===== src/rtl/bootsel_pkg.sv =====
package bootsel_pkg;
  localparam int MODE_W = 4;

  typedef logic [MODE_W-1:0] mode_t;

  typedef enum logic [MODE_W-1:0] {
    SRC_DBG_PS    = 4'h0,
    SRC_QSPI_A24  = 4'h1,
    SRC_QSPI_A32  = 4'h2,
    SRC_SD_PORT0  = 4'h3,
    SRC_NAND      = 4'h4,
    SRC_SD_PORT1  = 4'h5,
    SRC_EMMC      = 4'h6,
    SRC_USB       = 4'h7,
    SRC_DBG_MIO_A = 4'h8,
    SRC_DBG_MIO_B = 4'h9,
    SRC_SD1_SHIFT = 4'hE
  } boot_src_e;

  typedef struct packed {
    logic invalid;
    logic secure_ok;
    logic master;
  } mode_attr_t;

  function automatic mode_attr_t decode_mode(input mode_t code);
    mode_attr_t a;
    a = '{invalid: 1'b1, secure_ok: 1'b0, master: 1'b0};
    case (code)
      SRC_DBG_PS, SRC_DBG_MIO_A, SRC_DBG_MIO_B:
        a = '{invalid: 1'b0, secure_ok: 1'b0, master: 1'b0};
      SRC_USB:
        a = '{invalid: 1'b0, secure_ok: 1'b1, master: 1'b0};
      SRC_QSPI_A24, SRC_QSPI_A32, SRC_SD_PORT0, SRC_NAND,
      SRC_SD_PORT1, SRC_EMMC, SRC_SD1_SHIFT:
        a = '{invalid: 1'b0, secure_ok: 1'b1, master: 1'b1};
      default:
        a = '{invalid: 1'b1, secure_ok: 1'b0, master: 1'b0};
    endcase
    return a;
  endfunction
endpackage


===== src/rtl/bootsel_strap_latch.sv =====
module bootsel_strap_latch #(
  parameter int W = 4
) (
  input  logic         clk,
  input  logic         por_n,
  input  logic [W-1:0] pins,
  output logic [W-1:0] strap_q,
  output logic         captured
);
  // One-shot capture: armed by power-on reset, fired on the first edge after release.
  always_ff @(posedge clk or negedge por_n) begin
    if (!por_n) begin
      strap_q  <= '0;
      captured <= 1'b0;
    end else if (!captured) begin
      strap_q  <= pins;
      captured <= 1'b1;
    end
  end
endmodule


===== src/rtl/bootsel_cfg_regs.sv =====
module bootsel_cfg_regs #(
  parameter int          ADDR_W  = 12,
  parameter int          DATA_W  = 32,
  parameter int          REG_W   = 20,
  parameter int          MODE_W  = 4,
  parameter int          ALT_LSB = 12,
  parameter int          SEL_BIT = 8,
  parameter logic [11:0] OFFSET  = 12'h200
) (
  input  logic              clk,
  input  logic              por_n,
  input  logic              sys_rst_n,
  input  logic              bus_sel,
  input  logic              bus_enable,
  input  logic              bus_write,
  input  logic [ADDR_W-1:0] bus_addr,
  input  logic [DATA_W-1:0] bus_wdata,
  input  logic [MODE_W-1:0] eff_mode,
  output logic [DATA_W-1:0] bus_rdata,
  output logic [REG_W-1:MODE_W] cfg_q,
  output logic              use_alt,
  output logic [MODE_W-1:0] alt_mode,
  output logic              wr_hit
);
  localparam logic [ADDR_W-1:0] HIT_ADDR = ADDR_W'(OFFSET);

  logic addr_hit;
  logic [DATA_W-1:0] rd_word;
  logic unused_wbits;

  assign addr_hit = (bus_addr == HIT_ADDR);
  assign wr_hit   = bus_sel && bus_enable && bus_write && addr_hit && sys_rst_n;

  // Storage covers only the writable span; the low mode field is never stored.
  always_ff @(posedge clk or negedge por_n) begin
    if (!por_n)      cfg_q <= '0;
    else if (wr_hit) cfg_q <= bus_wdata[REG_W-1:MODE_W];
  end

  assign use_alt  = cfg_q[SEL_BIT];
  assign alt_mode = cfg_q[ALT_LSB +: MODE_W];

  generate
    if (DATA_W > REG_W) begin : g_wide
      assign unused_wbits = ^{bus_wdata[DATA_W-1:REG_W], bus_wdata[MODE_W-1:0]};
    end else begin : g_exact
      assign unused_wbits = ^bus_wdata[MODE_W-1:0];
    end
  endgenerate

  always_comb begin
    rd_word = '0;
    rd_word[REG_W-1:MODE_W] = cfg_q;
    rd_word[MODE_W-1:0]     = eff_mode;
  end

  assign bus_rdata = (bus_sel && !bus_write && addr_hit) ? rd_word : '0;
endmodule


===== src/rtl/bootsel_mode_select.sv =====
module bootsel_mode_select
  import bootsel_pkg::*;
(
  input  logic       clk,
  input  logic       por_n,
  input  logic       captured,
  input  mode_t      strap_q,
  input  logic       use_alt,
  input  mode_t      alt_mode,
  output mode_t      eff_q,
  output mode_attr_t attr_q
);
  mode_t nxt;

  always_comb begin
    if (!captured)    nxt = '0;
    else if (use_alt) nxt = alt_mode;
    else              nxt = strap_q;
  end

  // Mode and attributes are registered together so they always agree.
  always_ff @(posedge clk or negedge por_n) begin
    if (!por_n) begin
      eff_q  <= '0;
      attr_q <= decode_mode('0);
    end else begin
      eff_q  <= nxt;
      attr_q <= decode_mode(nxt);
    end
  end
endmodule


===== src/rtl/bootsel_ctrl.sv =====
module bootsel_ctrl
  import bootsel_pkg::*;
#(
  parameter int          ADDR_W  = 12,
  parameter int          DATA_W  = 32,
  parameter int          REG_W   = 20,
  parameter int          ALT_LSB = 12,
  parameter int          SEL_BIT = 8,
  parameter logic [11:0] OFFSET  = 12'h200
) (
  input  logic              clk,
  input  logic              por_n,
  input  logic              sys_rst_n,
  input  logic [3:0]        strap_pins,
  input  logic              bus_sel,
  input  logic              bus_enable,
  input  logic              bus_write,
  input  logic [ADDR_W-1:0] bus_addr,
  input  logic [DATA_W-1:0] bus_wdata,
  output logic [DATA_W-1:0] bus_rdata,
  output logic              bus_ready,
  output logic [3:0]        boot_mode,
  output logic              mode_invalid,
  output logic              secure_ok,
  output logic              boot_master
);
  mode_t                 strap_q;
  logic                  captured;
  logic [REG_W-1:MODE_W] cfg_q;
  logic                  use_alt;
  mode_t                 alt_mode;
  logic                  wr_hit;
  mode_t                 eff_q;
  mode_attr_t            attr_q;

  bootsel_strap_latch #(.W(MODE_W)) u_strap (
    .clk(clk), .por_n(por_n), .pins(strap_pins),
    .strap_q(strap_q), .captured(captured)
  );

  bootsel_cfg_regs #(
    .ADDR_W(ADDR_W), .DATA_W(DATA_W), .REG_W(REG_W), .MODE_W(MODE_W),
    .ALT_LSB(ALT_LSB), .SEL_BIT(SEL_BIT), .OFFSET(OFFSET)
  ) u_regs (
    .clk(clk), .por_n(por_n), .sys_rst_n(sys_rst_n),
    .bus_sel(bus_sel), .bus_enable(bus_enable), .bus_write(bus_write),
    .bus_addr(bus_addr), .bus_wdata(bus_wdata), .eff_mode(eff_q),
    .bus_rdata(bus_rdata), .cfg_q(cfg_q), .use_alt(use_alt),
    .alt_mode(alt_mode), .wr_hit(wr_hit)
  );

  bootsel_mode_select u_sel (
    .clk(clk), .por_n(por_n), .captured(captured), .strap_q(strap_q),
    .use_alt(use_alt), .alt_mode(alt_mode), .eff_q(eff_q), .attr_q(attr_q)
  );

  assign bus_ready    = 1'b1;
  assign boot_mode    = eff_q;
  assign mode_invalid = attr_q.invalid;
  assign secure_ok    = attr_q.secure_ok;
  assign boot_master  = attr_q.master;
endmodule


===== config.mk =====
export PLATFORM = sky130hd
export DESIGN_NAME = bootsel_ctrl
export DESIGN_NICKNAME = d
export VERILOG_FILES = /design/src/rtl/bootsel_pkg.sv /design/src/rtl/bootsel_strap_latch.sv /design/src/rtl/bootsel_cfg_regs.sv /design/src/rtl/bootsel_mode_select.sv /design/src/rtl/bootsel_ctrl.sv
export SDC_FILE = /design/constraint.sdc
export NUM_CORES = 1
export LEC_CHECK = 0
export CELL_PAD_IN_SITES_DETAIL_PLACEMENT = 0
export CELL_PAD_IN_SITES_GLOBAL_PLACEMENT = 1
export CORE_ASPECT_RATIO = 0.8
export CORE_MARGIN = 5
export CORE_UTILIZATION = 28
export CTS_CLUSTER_SIZE = 28
export DETAILED_ROUTE_END_ITERATION = 8
export MAX_ROUTING_LAYER = met4
export PLACE_DENSITY_LB_ADDON = 0.2
export SLEW_MARGIN = 20
export SYNTH_ARGS = -nofsm -noshare
export SYNTH_HDL_FRONTEND = slang
export SYNTH_SLANG_ARGS = --single-unit

===== constraint.sdc =====
create_clock -name clk -period 2.39 [get_ports clk]
set_input_delay 0.478 -clock clk [delete_from_list [all_inputs] [get_ports clk]]
set_output_delay 0.478 -clock clk [all_outputs]
set_load 0.005 [all_outputs]

---- Word-level counts from Yosys, hierarchy flattened ----
Memories as Yosys holds them, arrays and structs flattened. A register that Yosys moved wholly into a read port is not among the register bits.
Index checks and enable logic that the tools add are counted.
cells by class
  equality and inequality tests ........... 1
  muxes and demuxes ....................... 3
  reduce and logical (&&, ||, !) cells .... 8
operators by type and width
  kind                                                                     number
  20-bit 2-to-1 mux                                                        1
  12-bit by 10-bit equality test with 1-bit output, second input constant  1
  4-bit 2-to-1 mux                                                         2
  1-bit logical AND                                                        6
  1-bit logical NOT                                                        2
word-level totals
  memories ................................ 1
  ROM bits ................................ 48
  register bits ........................... 25
memories
  memory            depth  width  read ports  clocked after Yosys merged registers in  write ports  RTL line           RTL
  (name not given)  16     3      1           1                                        0            bootsel_pkg.sv:29  case (code)

---- Longest topological paths before layout ----
Gate-level depths: netlist (run 1).
  word-level depth ........................ 4
  gate-level depth with buffers ........... 6

---- Cells and area by module ----
From an unflattened synthesis (run 1), not the netlist that was laid out.
second synthesis, totals
  cells, all modules ...................... 132
  area total of the unflattened synthesis .. 1562.7 um2
by module, submodules not included
  module               seq. area each (um2)  cells each  instances  area each (um2)
  bootsel_cfg_regs     400.4                 81          1          979.7
  bootsel_mode_select  175.2                 39          1          397.9
  bootsel_strap_latch  125.1                 10          1          173.9
  bootsel_ctrl         0.0                   2           1          11.3

---- Worst setup path after synthesis (run 1) ----
Ideal clock, no wire load.
  path kind ............................... input to output
  start ................................... in bus_addr[4]
  end ..................................... out bus_rdata[0]
  data arrival time ....................... 1.402 ns
  setup slack ............................. 0.510 ns
  data required time ...................... 1.912 ns
  cell stages on the path ................. 5
  cells stage by stage .................... nor4_2 -> nand4_2 -> nor2_1 -> clkbuf_1 -> and2_1
between the ends
  cells in the longest elaborated chain, start to end .. 3
RTL lines
  what                                              RTL line                RTL
  from (decl)                                       bootsel_ctrl.sv:18      input logic [ADDR_W-1:0] bus_addr,
  12-bit by 10-bit equality test with 1-bit output  bootsel_cfg_regs.sv:31  assign addr_hit = (bus_addr == HIT_ADDR);
  1-bit logical AND                                 bootsel_cfg_regs.sv:57  assign bus_rdata = (bus_sel && !bus_write && addr_hit) ? rd_word : '0;
  20-bit 2-to-1 mux                                 bootsel_cfg_regs.sv:57
  to (decl)                                         bootsel_ctrl.sv:20      output logic [DATA_W-1:0] bus_rdata,
No other way between the ends.

---- Worst setup path in the final report (run 1) ----
  start ................................... in bus_addr[4]
  end ..................................... out bus_rdata[7]
Same word-level chain as after synthesis.

==> qor.txt, run 1 <==
outcome - finished, final reports clean
register area - 701 sq um
Synth Instances - 117
Final Setup Violations - 0
synthesis-stage register bit count - 28
first-pass GRT wire length - 5980 microns
cell mode on critical path - dlygate4sd2_1
CP Max Fanout - 4
ranking of synthesized cells by area - dfrtp_1, mux2_4, and2_1
Clk Latency, worst-skew pair - 0.27 ns
RD Place Congestion - 0.748
crit-path cells - dlygate4sd2_1, nor4_2, nand4_2, nor2_4, buf_6, and2_1, dlygate4sd2_1
H-tree depth - 1
number of global-route vias before repair - 1160
WL per Instance - 14.4 microns
slowest CP cell - dlygate4sd2_1
Hold/Removal Path Class - reg -> reg
first-pass iteration count of the detailed router - 3
Worst Hold Path EP - u_regs.cfg_q[9]
Core Region - 5010 sq um
share of post-route cells with drive strength above 1 - 0.362
Fmax - 439 MHz
share of synthesized registers carrying an async set or reset - 1.00
syn avg cell area - 12.3 sq um
Hold Path Cell Cnt - 1
Power per Cell Area - 418 nW/um^2
sw frac - 0.216
IO buf count - 64
top_reg_cell synth - dfrtp_1
NetSw - 0.000199 W
EDFF count, synth - 0
setup ws final - 0.112 ns
# DRC - 0
CTS tree - done
Critical Path RT - 1.91 ns
biggest area consumer among synthesized cells - dfrtp_1
minimum hold slack - 0.504 ns
CP Launch Type - primary input
worst flop-to-flop path endpoint - u_sel.attr_q[2]
Total Wirelength - 3720 microns
root buffer cell - clkbuf_8
Reg2Reg Depth - 4
Synth top area share - 0.487
Tot Pwr - 0.000923 W
final setup skew - 0.00162 ns
Mapped Area - 1440 sq um
Min Clock Period, post-route - 2.28 ns
Area growth syn-to-layout - 53.4%
aggregate negative setup slack - 0 ns
I/O Pins - 94
post-DP HPWL - 2650 microns
sequential fraction of the synthesis area - 0.487
final-report hold violation count - 0
area taken by multi-input logic gates - 653 sq um
share of power burned in registers - 0.543
CP Capture Type - primary output
clock tree buffer depth - 2
Detail Route Antenna Nets - 0
dominant cell by count in the synthesized netlist - dfrtp_1
clock buffer count from CTS - 3
clk sinks - 28
Placed Instances - 241
max-cap violations - 0
die area - 6690 sq um
unrepaired setup endpoints after global routing - no
Yosys Warn Count - 0
GRT Total Usage - 0.118
fin cells - 258
antenna diode count - 0
Internal Power - 0.000724 W
Die Ht - 74.1 microns
initial antenna violation count - 0
fin. max-slew vios - 0
FF-to-FF Start - u_regs.cfg_q[8]
Final Cycle Share - 0.953
Reg clk slew, reported paths - 0.09 ns
Top Family by Delay on Critical Path - simple AND/OR/NAND/NOR gates
crit-path max cell delay - 0.24 ns
Die X-Extent - 90.2 microns
Via density - 4.20
CP bufs+invs - 3
DP Worst Slack - -0.463 ns
Hold Startpoint - u_regs.cfg_q[9]
floorplan row count - 23
Via Count - 1084
largest net degree at the start of global routing - 29
number of library cell types mapped by synthesis - 25
grt ovf - 0
Critical Path AT - 1.80 ns
starting density of the core - 0.288
Gate power share - 0.144
Crit Path Class - in -> out
maximum vdd drop - 0.222 mV
fillcell total - 480
Synth top cells by count - dfrtp_1, and2_1, buf_4, mux2_2, mux2_4
r2r setup slk - 0.98 ns
# nets final - 251
initial detailed-routing violation count - 32
Leak - 1.11 nW
Clock power frac - 0.313
-- layer usage --
layer / GRT usage / wire length, microns / up-vias
met4: 0.0298 / 46 / 0
met5: - / 0 / -
li1: - / - / 521
met2: 0.196 / 1820 / 39
met3: 0.0364 / 221 / 5
met1: 0.140 / 1630 / 519
-- worst reg2reg max path: stages, from the launching register on --
cell and delay (ns):
dfrtp_1 0.48, mux2i_1 0.15, nor2b_1 0.34, nor2_1 0.12
a211oi_1 0.24
-- area by class of cell --
cell class / count / share of cell area
clock buffers: 4 / 0.0249
inverters: 3 / 0.00510
multi-input cells: 79 / 0.296
flip-flops and latches: 28 / 0.317
well taps: 62 / 0.0351
repair buffers: 82 / 0.322
-- kinds of logic after synthesis --
| kind of cell | after synthesis | synth area share |
|---|---|---|
| mux | 24 | 0.211 |
| buf+inv | 22 | 0.103 |
| other cells | 2 | 0.00521 |
| compound gates | 6 | 0.0243 |
| flops | 28 | 0.487 |
| simple gates | 35 | 0.169 |
-- repair_timing --
action                                  in CTS  in global routing
resized for setup                          106                  6
pin swaps                                    8                  5
setup buffers                               13                  0
gates cloned                                 3                  0
endpoints found under the setup margin      20                 15
hold buffers                                 0                  0
hold endpoints to repair                     0                  0
-- power by group through the flow --
stage	clock, W	sequential, W	combinational, W
global placement	0	0.000510	0.000138
global route	0.000317	0.000504	0.000147
detailed placement	0	0.000511	0.000140
CTS	0.000297	0.000502	0.000135
finish	0.000289	0.000502	0.000133
floorplan	0	0.000509	0.0000538
-- flip-flops by register name, summed over array words and instances (netlist names) --
name / count
u_regs.cfg_q: 16
u_sel.eff_q: 4
u_strap.strap_q: 4
u_sel.attr_q: 3
u_strap.captured: 1
-- worst max-delay path by stage --
stage	from	to	slack [ns]	depth (start not counted)
finish	bus_addr[4]	bus_rdata[7]	0.11	7
global route	bus_addr[4]	bus_rdata[7]	0.03	7
CTS	bus_addr[2]	bus_rdata[9]	0.002	9
detailed placement	bus_addr[1]	bus_rdata[14]	-0.46	7
global placement	bus_addr[1]	bus_rdata[16]	-0.44	7
floorplan	bus_addr[4]	bus_rdata[0]	0.51	5
-- through the flow --
step | cell area, sq um | utilization
after global placement | 2120 | 0.423
after floorplan | 1490 | -
after CTS | 2250 | 0.450
after detailed placement | 2120 | 0.423
final | 2210 | 0.441
after global routing | 2210 | 0.441
-- cells in the final DEF (no fill, tap or decap), types with 2 or more instances in the layout --
master,n
mux2i_1,3
clkbuf_2,3
buf_4,10
and2_1,20
dfrtp_1,28
dlygate4sd2_1,9
clkbuf_8,4
o21ai_0,2
buf_6,8
mux2_4,10
clkdlybuf4s50_1,31
a211oi_1,2
inv_1,3
clkdlybuf4s15_1,3
mux2_2,11
a21oi_1,2
nor2b_1,2
nor2_4,2
buf_2,16
conb_1,14
Note: power is estimated with default switching activity, not from simulation.
==> inputs of run 2 (changes only) <==
CORE_UTILIZATION = 29   (was 28)
SYNTH_HIERARCHICAL = 1   (was not set)
==> qor.txt, run 2 <==
Final Cycle Share - 1.07
final setup skew - 0.00315 ns
Biggest register - u_regs/cfg_q
r2r setup slk - 0.89 ns
Placed Instances - 254
syn avg cell area - 12.0 sq um
GRT Total Usage - 0.134
Hold Path Cell Cnt - 1
RD Place Congestion - 0.818
Critical Path AT - 2.08 ns
Crit Path Class - in -> out
starting density of the core - 0.301
clk sinks - 28
Power per Cell Area - 361 nW/um^2
CP Capture Type - primary output
Die X-Extent - 91.1 microns
Core Region - 5060 sq um
CP Max Fanout - 4
I/O Pins - 94
CP Launch Type - primary input
Internal Power - 0.000697 W
NetSw - 0.000199 W
largest net degree at the start of global routing - 29
# nets final - 271
Critical Path RT - 1.91 ns
first-pass GRT wire length - 7000 microns
CTS tree - done
CTS Hold Bufs - 0
failing checks - negative setup slack
outcome - finished with violations
share of post-route cells with drive strength above 1 - 0.460
Largest register FFs - 16
first-pass iteration count of the detailed router - 4
Clk Latency, worst-skew pair - 0.26 ns
die area - 6820 sq um
final-report hold violation count - 0
Via density - 4.48
initial detailed-routing violation count - 37
commonest non-fill, non-tap cells in the layout - buf_6, clkdlybuf4s50_1, dfrtp_1, conb_1, and2_4
Yosys Warn Count - 6
fin. max-slew vios - 0
WL per Instance - 15.7 microns
floorplan row count - 23
root buffer cell - clkbuf_8
# DRC - 0
Die Ht - 74.9 microns
unrepaired setup endpoints after global routing - yes
Min Clock Period, post-route - 2.56 ns
aggregate negative setup slack - -2.17 ns
DP Worst Slack - -0.780 ns
Total Wirelength - 4340 microns
fin cells - 277
Via Count - 1240
Fmax - 390 MHz
commonest non-fill, non-tap cell in the layout - buf_6
clock buffer count from CTS - 3
Worst Hold Path EP - u_regs/cfg_q[17]
setup ws final - -0.171 ns
clock tree buffer depth - 2
number of global-route vias before repair - 1360
Hold/Removal Path Class - reg -> reg
Hold Startpoint - u_regs/cfg_q[17]
Reg2Reg Depth - 4
share of power burned in registers - 0.567
Largest regs - u_regs/cfg_q (16), u_sel/eff_q (4), u_strap/strap_q (4)
antenna diode count - 0
Mapped Area - 1530 sq um
Clock power frac - 0.273
Reg clk slew, reported paths - 0.09 ns
sw frac - 0.222
grt ovf - 0
Final Setup Violations - 20
FF-to-FF Start - u_regs/cfg_q[8]
Area growth syn-to-layout - 62.8%
maximum vdd drop - 0.247 mV
Leak - 1.18 nW
initial antenna violation count - 0
IO buf count - 64
H-tree depth - 1
Detail Route Antenna Nets - 0
Gate power share - 0.160
max-cap violations - 0
Synth Instances - 127
worst flop-to-flop path endpoint - u_sel/attr_q[1]
## run 2: cell type report
cell class / count / area, sq um
Clock buffer: 3 / 41.3
Tap cell: 62 / 77.6
Fill cell: 478 / 2580
Multi-Input combinational cell: 93 / 792
Timing Repair Buffer: 91 / 871
Sequential cell: 28 / 701
## run 2: worst max-delay path by stage
stage | start | end | slack, ns | depth (start not counted)
finish | bus_addr[0] | bus_rdata[2] | -0.17 | 9
global route | bus_addr[0] | bus_rdata[15] | -0.20 | 9
CTS | bus_addr[1] | bus_rdata[15] | -0.23 | 8
detailed placement | bus_write | bus_rdata[5] | -0.78 | 6
global placement | bus_write | bus_rdata[6] | -0.70 | 6
floorplan | bus_write | bus_rdata[0] | 0.18 | 4
## run 2: per-stage QoR
stage | utilization | hold WS (ns) | total power [W] | area [sq um]
after global placement | 0.438 | 0.484 | 0.000661 | 2220
after detailed placement | 0.438 | 0.485 | 0.000665 | 2220
after CTS | 0.473 | 0.514 | 0.000912 | 2390
after floorplan | - | 0.182 | 0.000574 | 1570
after global routing | 0.490 | 0.535 | 0.000948 | 2480
final | 0.490 | 0.509 | 0.000896 | 2480
## run 2: worst max-delay path, cell delays in order
cell    delay [ns]
buf_6         0.09
or4_4         0.55
nor4_4        0.28
buf_4         0.19
buf_6         0.12
buf_6         0.10
buf_6         0.08
and2_4        0.12
buf_6         0.08
## run 2: power by group through the flow
stage	sequential [W]	combinational, W	clock (W)
finish	0.000508	0.000143	0.000245
global route	0.000511	0.000158	0.000279
detailed placement	0.000517	0.000148	0
global placement	0.000516	0.000145	0
CTS	0.000508	0.000144	0.000261
floorplan	0.000513	0.0000606	0
## run 2: metal layers
metal,part of all wire,global-route usage,up-vias
li1,-,-,593
met1,0.41,0.156,596
met2,0.51,0.233,47
met3,0.065,0.0430,4
met4,0.0088,0.0228,0
met5,0,-,-
## run 2: timing repair
action                     4_1_cts  5_1_grt
pin swaps                       16        2
buffers inserted                16        1
setup endpoints to repair       20       20
cloned                           3        0
resized for setup              149       27
==> inputs of run 3 (changes only) <==
clock period = 3.1 ns   (was 2.39 ns; I/O delays follow)
==> qor.txt, run 3 (synthesized netlist as in run 2, its figures left out) <==
CTS Hold Bufs - 0
max-cap violations - 0
largest net degree at the start of global routing - 29
Power per Cell Area - 302 nW/um^2
commonest non-fill, non-tap cells in the layout - clkdlybuf4s50_1, dfrtp_1, and2_1, conb_1, dlygate4sd2_1
outcome - finished, final reports clean
clock tree buffer depth - 2
share of post-route cells with drive strength above 1 - 0.287
r2r setup slk - 1.56 ns
# DRC - 0
area taken by multi-input logic gates - 764 sq um
CP Launch Type - primary input
I/O Pins - 94
Via Count - 1191
FF-to-FF Start - u_regs/cfg_q[8]
Placed Instances - 252
clock buffer count from CTS - 3
Detail Route Antenna Nets - 0
Crit Path Class - in -> out
Core Region - 5060 sq um
Hold/Removal Path Class - reg -> reg
Worst Hold Path EP - u_regs/cfg_q[7]
# nets final - 258
Final Cycle Share - 0.975
Tot Pwr - 0.000692 W
die area - 6820 sq um
Hold Startpoint - u_regs/cfg_q[7]
post-route core utilization - 0.452
Fmax - 331 MHz
Critical Path RT - 2.48 ns
cell mode on critical path - buf_6
unrepaired setup endpoints after global routing - no
Reg2Reg Depth - 3
post-DP HPWL - 2850 microns
first-pass iteration count of the detailed router - 4
CP Capture Type - primary output
global-route met3 utilization - 0.0320
Top Family by Delay on Critical Path - buffers and inverters
number of global-route vias before repair - 1268
Biggest register - u_regs/cfg_q
maximum vdd drop - 0.174 mV
aggregate negative setup slack - 0 ns
Min Clock Period, post-route - 3.02 ns
clk sinks - 28
crit-path cells - clkdlybuf4s50_1, or4_4, nor4_4, buf_4, buf_6, buf_6, buf_6, and2_4, buf_6
final setup skew - 0.00596 ns
Die Ht - 74.9 microns
Leak - 1.13 nW
CP bufs+invs - 6
Largest register FFs - 16
crit-path max cell delay - 0.44 ns
grt ovf - 0
fillcell total - 485
Clk Latency, worst-skew pair - 0.27 ns
initial antenna violation count - 0
first-pass GRT wire length - 6360 microns
CP Max Fanout - 4
starting density of the core - 0.301
WL per Instance - 15.1 microns
Hold Path Cell Cnt - 1
IO buf count - 64
fin. max-slew vios - 0
worst flop-to-flop path endpoint - u_sel/attr_q[1]
final-report hold violation count - 0
Largest regs - u_regs/cfg_q (16), u_sel/eff_q (4), u_strap/strap_q (4)
slowest CP cell - or4_4
GRT met2 Usage - 0.205
RD Place Congestion - 0.834
H-tree depth - 1
CTS tree - done
commonest non-fill, non-tap cell in the layout - clkdlybuf4s50_1
Reg clk slew, reported paths - 0.08 ns
Total Wirelength - 3980 microns
initial detailed-routing violation count - 20
gr busiest metal - met2
antenna diode count - 0
fin cells - 264
Final Setup Violations - 0
register area - 701 sq um
root buffer cell - clkbuf_8
met1 Use GR - 0.144
GRT Total Usage - 0.120
floorplan row count - 23
Die X-Extent - 91.1 microns
Area growth syn-to-layout - 50.1%
Critical Path AT - 2.40 ns
Via density - 4.51
## run 3: cell count changes in the layout (fill, tap and decap cells not counted)
cell / delta
and2_1: +11
and2_4: -11
buf_2: -4
buf_4: -1
buf_6: -28
clkbuf_2: +3
clkdlybuf4s15_1: -2
clkdlybuf4s50_1: +1
dlygate4sd2_1: +14
dlymetal6s2s_1: +4
## run 3: worst reg2reg max path: cells and delay by family, from the launching register on
kind            cells  cell delay [ns]
compound gates      2             0.31
simple gates        1             0.57
flops               1             0.57
## run 3: metal layers
layer	wire, microns	share of wire
met3	259	0.065
met4	42	0.011
met1	1720	0.43
met5	0	0
met2	1960	0.49
## run 3: worst max path at each step
stage / from / to / slack [ns] / cells after the start
CTS: bus_addr[4] / bus_rdata[4] / 0.04 / 8
global placement: bus_write / bus_rdata[14] / -0.30 / 6
floorplan: bus_write / bus_rdata[0] / 0.60 / 4
detailed placement: bus_write / bus_rdata[12] / -0.33 / 6
finish: bus_addr[4] / bus_rdata[3] / 0.08 / 9
global route: bus_addr[4] / bus_rdata[3] / 0.01 / 9
## run 3: cell type report
type / count / share of cell area
multi-input combinational: 93 / 0.334
timing repair buffer: 78 / 0.308
clock buffer: 3 / 0.0180
tap: 62 / 0.0339
sequential: 28 / 0.306
## run 3: power by group
part	switching [W]	internal [W]	leakage [nW]	total (W)
Sequential	0.0000121	0.000378	0.373	0.000391
Clock	0.000103	0.0000871	0.0216	0.000190
Combinational	0.0000382	0.0000727	0.734	0.000111
## run 3: per-stage QoR
stage          hold WS (ns)  area (sq um)  setup WS [ns]
2_1_floorplan         0.324          1570          0.605
3_3_place_gp          0.484          2200         -0.300
3_5_place_dp          0.486          2200         -0.332
4_1_cts               0.513          2330         0.0394
5_1_grt               0.520          2290         0.0135
6_report              0.508          2290         0.0782
## run 3: repair_timing
action | in CTS | in global routing
gates cloned | 3 | 0
setup endpoints to repair | 20 | 9
buffers inserted | 6 | 0
resized for setup | 69 | 14
pin swaps | 4 | 2
